--- src/rtl/pxc_pkg.sv ---
package pxc_pkg;
    localparam int DEF_CNT_W  = 8;
    localparam int DEF_SLICES = 16;

    typedef enum logic [1:0] {
        ST_IDLE  = 2'd0,
        ST_COUNT = 2'd1,
        ST_DONE  = 2'd2
    } seq_state_t;
endpackage

--- src/rtl/pxc_gray_counter.sv ---
module pxc_gray_counter #(
    parameter int W = 8
) (
    input  logic         clk,
    input  logic         rst_n,
    input  logic         clear,
    input  logic         load_one,
    input  logic         inc,
    output logic [W-1:0] gray_q,
    output logic         at_max,
    output logic         lost_hit
);
    logic [W-1:0] bin_cur;
    logic [W-1:0] bin_nxt;
    logic [W-1:0] gray_nxt;

    // Gray to binary: running XOR from the top bit down
    always_comb begin
        bin_cur[W-1] = gray_q[W-1];
        for (int i = W - 2; i >= 0; i--) begin
            bin_cur[i] = bin_cur[i+1] ^ gray_q[i];
        end
    end

    assign at_max   = &bin_cur;
    assign bin_nxt  = bin_cur + {{(W-1){1'b0}}, 1'b1};
    assign gray_nxt = bin_nxt ^ (bin_nxt >> 1);
    assign lost_hit = inc && at_max;

    always_ff @(posedge clk or negedge rst_n) begin
        if (!rst_n) begin
            gray_q <= '0;
        end else if (clear) begin
            gray_q <= load_one ? {{(W-1){1'b0}}, 1'b1} : '0;
        end else if (inc && !at_max) begin
            gray_q <= gray_nxt;
        end
    end
endmodule

--- src/rtl/pxc_slice_bank.sv ---
module pxc_slice_bank #(
    parameter int W  = 8,
    parameter int N  = 16,
    parameter int IW = 4
) (
    input  logic          clk,
    input  logic          rst_n,
    input  logic          wipe,
    input  logic          wr_en,
    input  logic [IW-1:0] wr_idx,
    input  logic [W-1:0]  wr_data,
    input  logic          wr_ovf,
    input  logic [IW-1:0] rd_idx,
    output logic [W-1:0]  rd_data,
    output logic          rd_ovf
);
    logic [W-1:0] slot_val [N];
    logic         slot_ovf [N];

    for (genvar g = 0; g < N; g++) begin : g_slot
        always_ff @(posedge clk or negedge rst_n) begin
            if (!rst_n) begin
                slot_val[g] <= '0;
                slot_ovf[g] <= 1'b0;
            end else if (wipe) begin
                slot_val[g] <= '0;
                slot_ovf[g] <= 1'b0;
            end else if (wr_en && (wr_idx == IW'(g))) begin
                slot_val[g] <= wr_data;
                slot_ovf[g] <= wr_ovf;
            end
        end
    end

    always_comb begin
        rd_data = '0;
        rd_ovf  = 1'b0;
        for (int i = 0; i < N; i++) begin
            if (rd_idx == IW'(i)) begin
                rd_data = slot_val[i];
                rd_ovf  = slot_ovf[i];
            end
        end
    end
endmodule

--- src/rtl/pxc_sequencer.sv ---
module pxc_sequencer #(
    parameter int N  = 16,
    parameter int IW = 4
) (
    input  logic                clk,
    input  logic                rst_n,
    input  logic                train_start,
    input  logic                slice_advance,
    output pxc_pkg::seq_state_t state,
    output logic                counting,
    output logic                rd_open,
    output logic                adv_take,
    output logic [IW-1:0]       slice_idx
);
    import pxc_pkg::*;

    localparam logic [IW-1:0] LAST_IDX = IW'(N - 1);

    seq_state_t state_nxt;
    logic       last_slice;

    assign last_slice = (slice_idx == LAST_IDX);

    // state register
    always_ff @(posedge clk or negedge rst_n) begin
        if (!rst_n) begin
            state <= ST_IDLE;
        end else begin
            state <= state_nxt;
        end
    end

    // next state
    always_comb begin
        state_nxt = state;
        unique case (state)
            ST_IDLE:  if (train_start) state_nxt = ST_COUNT;
            ST_COUNT: begin
                if (train_start)                      state_nxt = ST_COUNT;
                else if (slice_advance && last_slice) state_nxt = ST_DONE;
            end
            ST_DONE:  if (train_start) state_nxt = ST_COUNT;
            default:  state_nxt = ST_IDLE;
        endcase
    end

    // outputs
    always_comb begin
        counting = 1'b0;
        rd_open  = 1'b0;
        adv_take = 1'b0;
        unique case (state)
            ST_IDLE:  rd_open = 1'b1;
            ST_COUNT: begin
                counting = 1'b1;
                adv_take = slice_advance && !train_start;
            end
            ST_DONE:  rd_open = 1'b1;
            default:  rd_open = 1'b0;
        endcase
    end

    always_ff @(posedge clk or negedge rst_n) begin
        if (!rst_n) begin
            slice_idx <= '0;
        end else if (train_start) begin
            slice_idx <= '0;
        end else if (adv_take) begin
            slice_idx <= last_slice ? '0 : slice_idx + IW'(1);
        end
    end
endmodule

--- src/rtl/pixel_slice_counter.sv ---
module pixel_slice_counter #(
    parameter int CNT_W  = pxc_pkg::DEF_CNT_W,
    parameter int SLICES = pxc_pkg::DEF_SLICES,
    parameter int IDX_W  = $clog2(SLICES)
) (
    input  logic             clk,
    input  logic             rst_n,
    input  logic             train_start,
    input  logic             slice_advance,
    input  logic             hit,
    input  logic [IDX_W-1:0] rd_addr,
    output logic             rd_valid,
    output logic [CNT_W-1:0] rd_gray,
    output logic [CNT_W-1:0] rd_bin,
    output logic             rd_ovf
);
    import pxc_pkg::*;

    seq_state_t       state;
    logic             counting;
    logic             rd_open;
    logic             adv_take;
    logic [IDX_W-1:0] slice_idx;
    logic [CNT_W-1:0] cnt_gray;
    logic             cnt_at_max;
    logic             lost_hit;
    logic             hit_take;
    logic             cnt_inc;
    logic             ovf_pend;
    logic [CNT_W-1:0] bank_data;
    logic             bank_ovf;

    pxc_sequencer #(.N(SLICES), .IW(IDX_W)) u_seq (
        .clk           (clk),
        .rst_n         (rst_n),
        .train_start   (train_start),
        .slice_advance (slice_advance),
        .state         (state),
        .counting      (counting),
        .rd_open       (rd_open),
        .adv_take      (adv_take),
        .slice_idx     (slice_idx)
    );

    assign hit_take = hit && counting && !train_start;
    assign cnt_inc  = hit_take && !adv_take;

    pxc_gray_counter #(.W(CNT_W)) u_cnt (
        .clk      (clk),
        .rst_n    (rst_n),
        .clear    (train_start || adv_take),
        .load_one (adv_take && hit_take),
        .inc      (cnt_inc),
        .gray_q   (cnt_gray),
        .at_max   (cnt_at_max),
        .lost_hit (lost_hit)
    );

    // sticky lost-hit marker for the open slice
    always_ff @(posedge clk or negedge rst_n) begin
        if (!rst_n) begin
            ovf_pend <= 1'b0;
        end else if (train_start || adv_take) begin
            ovf_pend <= 1'b0;
        end else if (lost_hit) begin
            ovf_pend <= 1'b1;
        end
    end

    pxc_slice_bank #(.W(CNT_W), .N(SLICES), .IW(IDX_W)) u_bank (
        .clk     (clk),
        .rst_n   (rst_n),
        .wipe    (train_start),
        .wr_en   (adv_take),
        .wr_idx  (slice_idx),
        .wr_data (cnt_gray),
        .wr_ovf  (ovf_pend),
        .rd_idx  (rd_addr),
        .rd_data (bank_data),
        .rd_ovf  (bank_ovf)
    );

    assign rd_valid = rd_open;
    assign rd_gray  = rd_open ? bank_data : '0;
    assign rd_ovf   = rd_open && bank_ovf;

    always_comb begin
        rd_bin[CNT_W-1] = rd_gray[CNT_W-1];
        for (int i = CNT_W - 2; i >= 0; i--) begin
            rd_bin[i] = rd_bin[i+1] ^ rd_gray[i];
        end
    end
endmodule

--- config.mk ---
export PLATFORM = sky130hd
export DESIGN_NAME = pixel_slice_counter
export DESIGN_NICKNAME = d
export VERILOG_FILES = /design/src/rtl/pxc_pkg.sv /design/src/rtl/pxc_gray_counter.sv /design/src/rtl/pxc_slice_bank.sv /design/src/rtl/pxc_sequencer.sv /design/src/rtl/pixel_slice_counter.sv
export SDC_FILE = /design/constraint.sdc
export NUM_CORES = 1
export LEC_CHECK = 0
export CAP_MARGIN = 20
export CORE_MARGIN = 5
export CORE_UTILIZATION = 60
export CTS_CLUSTER_DIAMETER = 50
export CTS_CLUSTER_SIZE = 30
export DETAILED_ROUTE_END_ITERATION = 6
export PLACE_DENSITY = 0.9
export SLEW_MARGIN = 20
export SYNTH_ARGS = -nofsm -noshare
export SYNTH_HDL_FRONTEND = slang
export SYNTH_HIERARCHICAL = 1
export SYNTH_SLANG_ARGS = --single-unit
--- constraint.sdc ---
create_clock -name clk -period 6 [get_ports clk]
set_input_delay 1.2 -clock clk [delete_from_list [all_inputs] [get_ports clk]]
set_output_delay 1.2 -clock clk [all_outputs]
set_load 0.02 [all_outputs]
==> out/results.ini <==
[run_status]
status = finished clean

[drt]
routedWlPerCell_um = 21.7
drc = 0
ant_nets = 0
drt_first_pass_iters = 6
postRouteWirelength_um = 23400
first_iter_violations = 917
viasPerCell = 6.41
vias = 6892

[sta]
maxSlewViolCount = 0
max_freq_ghz = 0.170
whs_ns = 0.524
slew_headroom = 0.330
period_minus_slack_ns = 5.89
finalCritPeriodShare = 0.982
finalSetupViolCount = 0
rsz0062_at_grt = no
hold_viol = 0
fin_worst_skew_ns = 0.0113
fin_setup_tns_ns = 0
worst_slew_pin_slew_ns = 1.00

[setup_path]
crit_chain = clkdlybuf4s50_1, buf_12, nand2b_1, o22ai_1, or4_1, o32ai_1, a21oi_1, xnor2_1, xnor3_2, xnor2_1, and2_1, clkdlybuf4s50_1
crit_family = buffers and inverters
crit_path_end = rd_bin[0]
critPathLaunchType = primary input
worst-setup-path-type = in2out
r2r-end = u_cnt/gray_q[0]$_DFFE_PN0P_
cp_num_buf_inv = 3
crit_start = rd_addr[2]
cp.depth = 12
crit_path_top_delay_cell = clkdlybuf4s50_1
crit_arrival_ns = 4.69
worst_setup_path_end_kind = output pin
reg2reg_depth = 16
crit_path_max_fanout = 31
cp_data_required_time_ns = 4.80
r2r_start = u_cnt/gray_q[6]$_DFFE_PN0P_
worst-r2r-setup-slack_ns = 1.60
cpPeakStageDelay_ns = 0.60

[pwr]
cellPowerDensity_nw_per_um2 = 257
p_leak_nw = 4.53
ir_drop_mv = 0.209

[clock_network]
insertion_delay_ns = 0.44
h-tree-depth = 4
post_cts_buffers = 0
cts_resized = 0
holdBufCountCts = 0
clock_sinks = 159
cts_tree = built
cts_buffers = 17
clkTransAtPathRegs_ns = 0.06
cts_buffer_depth = 2
cts_root_buf = clkbuf_16

[cells_and_area]
drive_above_1_share = 0.114
area.sequential_um2 = 3980
finalNetCount = 894
multi_input_area_um2 = 4470
num_antenna_cells = 0
final_util = 0.681
nFillCells = 1068
area_delta_synth_final_pct = 11.3
final_area_um2 = 9900

[place]
placed_area_um2 = 9230
gp_congestion = 0.979
numPortBuffers = 26
place.detailed.hpwl_um = 14800

[floorplan]
num_rows = 44
die_x_um = 132
ioPinCount = 27
core_area_um2 = 14500
start_util = 0.612
die_h_um = 132
die_area_um2 = 17400

[global_routing]
antenna_found_initial = 0
grt_pass1_wl_um = 37700
overflow = 0
grt_usage = 0.272
grt_pass1_vias = 6862
grt_start_max_net_pins = 115

[hold_path]
min_path_cells = 2
hp-class = reg2reg

[synthesis]
avgSynthCellArea_um2 = 10.2
syn_nets = 887
synthCells = 871
yosysWarnings = 6
syn-cell-area_um2 = 8890

[flow_run]
max_cap_viol_count = 0

==> placed cells by master (no fill, tap or decap), types with 6 or more instances in the layout <==
cell and n:
nor2_1 176, mux2_2 7, a211oi_1 10, buf_4 27, mux4_2 6, and2_1 11, dfrtp_1 159, o22ai_1 11
nand3_1 7, xor2_1 6, nand2_1 30, a2bb2oi_1 6, nand2b_1 11, nor2_4 9, mux2i_1 159, o21ai_0 13
ha_1 7, clkbuf_16 17, clkdlybuf4s50_1 21, nand4b_1 6, xnor2_1 13, a21oi_1 37, nor2b_1 12, inv_1 23
==> how the worst min path moves through the flow <==
stage,start,end
3_5_place_dp,u_bank/slot_val[83]$_DFFE_PN0P_,u_bank/slot_val[83]$_DFFE_PN0P_
5_1_grt,u_bank/slot_val[31]$_DFFE_PN0P_,u_bank/slot_val[31]$_DFFE_PN0P_
3_3_place_gp,u_bank/slot_val[83]$_DFFE_PN0P_,u_bank/slot_val[83]$_DFFE_PN0P_
2_1_floorplan,u_bank/slot_val[103]$_DFFE_PN0P_,u_bank/slot_val[103]$_DFFE_PN0P_
6_report,u_bank/slot_val[102]$_DFFE_PN0P_,u_bank/slot_val[102]$_DFFE_PN0P_
4_1_cts,u_bank/slot_val[83]$_DFFE_PN0P_,u_bank/slot_val[83]$_DFFE_PN0P_
==> metrics by stage <==
step / instances / power, mW / worst slack, ns
6_report: 1075 / 2.54 / 0.107
5_1_grt: 1075 / 2.62 / 0.0169
4_1_cts: 1075 / 2.55 / 0.0479
3_5_place_dp: 1043 / 1.34 / 0.0504
3_3_place_gp: 1043 / 1.33 / 0.155
2_1_floorplan: 871 / 1.27 / 1.39
==> cell type report <==
class	instances	share of cell area
multi-input combinational	624	0.451
sequential	159	0.402
timing repair buffer	53	0.0476
clock buffer	20	0.0461
tap	184	0.0233
clock inverter	12	0.0209
inverter	23	0.00872
==> power breakdown <==
| part | total, mW | leakage [nW] | internal, mW | switching [mW] |
|---|---|---|---|---|
| combinational | 0.230 | 2.00 | 0.0865 | 0.143 |
| clock | 1.21 | 0.321 | 0.763 | 0.451 |
| sequential | 1.10 | 2.21 | 1.08 | 0.0197 |
| total | 2.54 | 4.53 | 1.93 | 0.614 |
==> flip-flops by register name, indices dropped and copies added, names as in the netlist <==
register         flops
u_bank/slot_val    128
u_bank/slot_ovf     16
u_cnt/gray_q         8
u_seq/slice_idx      4
u_seq/state          2
ovf_pend             1
==> metal layers <==
layer  up-vias  global-route usage  routed length [um]
met3        72              0.0733                2110
met5         -                   0                   0
met4         0               0.116                 897
met1      3404               0.369                9500
met2       378               0.417               10900
li1       3038                   -                   -
==> worst min-delay path, stage by stage, from the launching register on <==
cell and delay, ns:
dfrtp_1 0.34, mux2i_1 0.06, nor2_1 0.08
(Power assumes the default switching activity.)
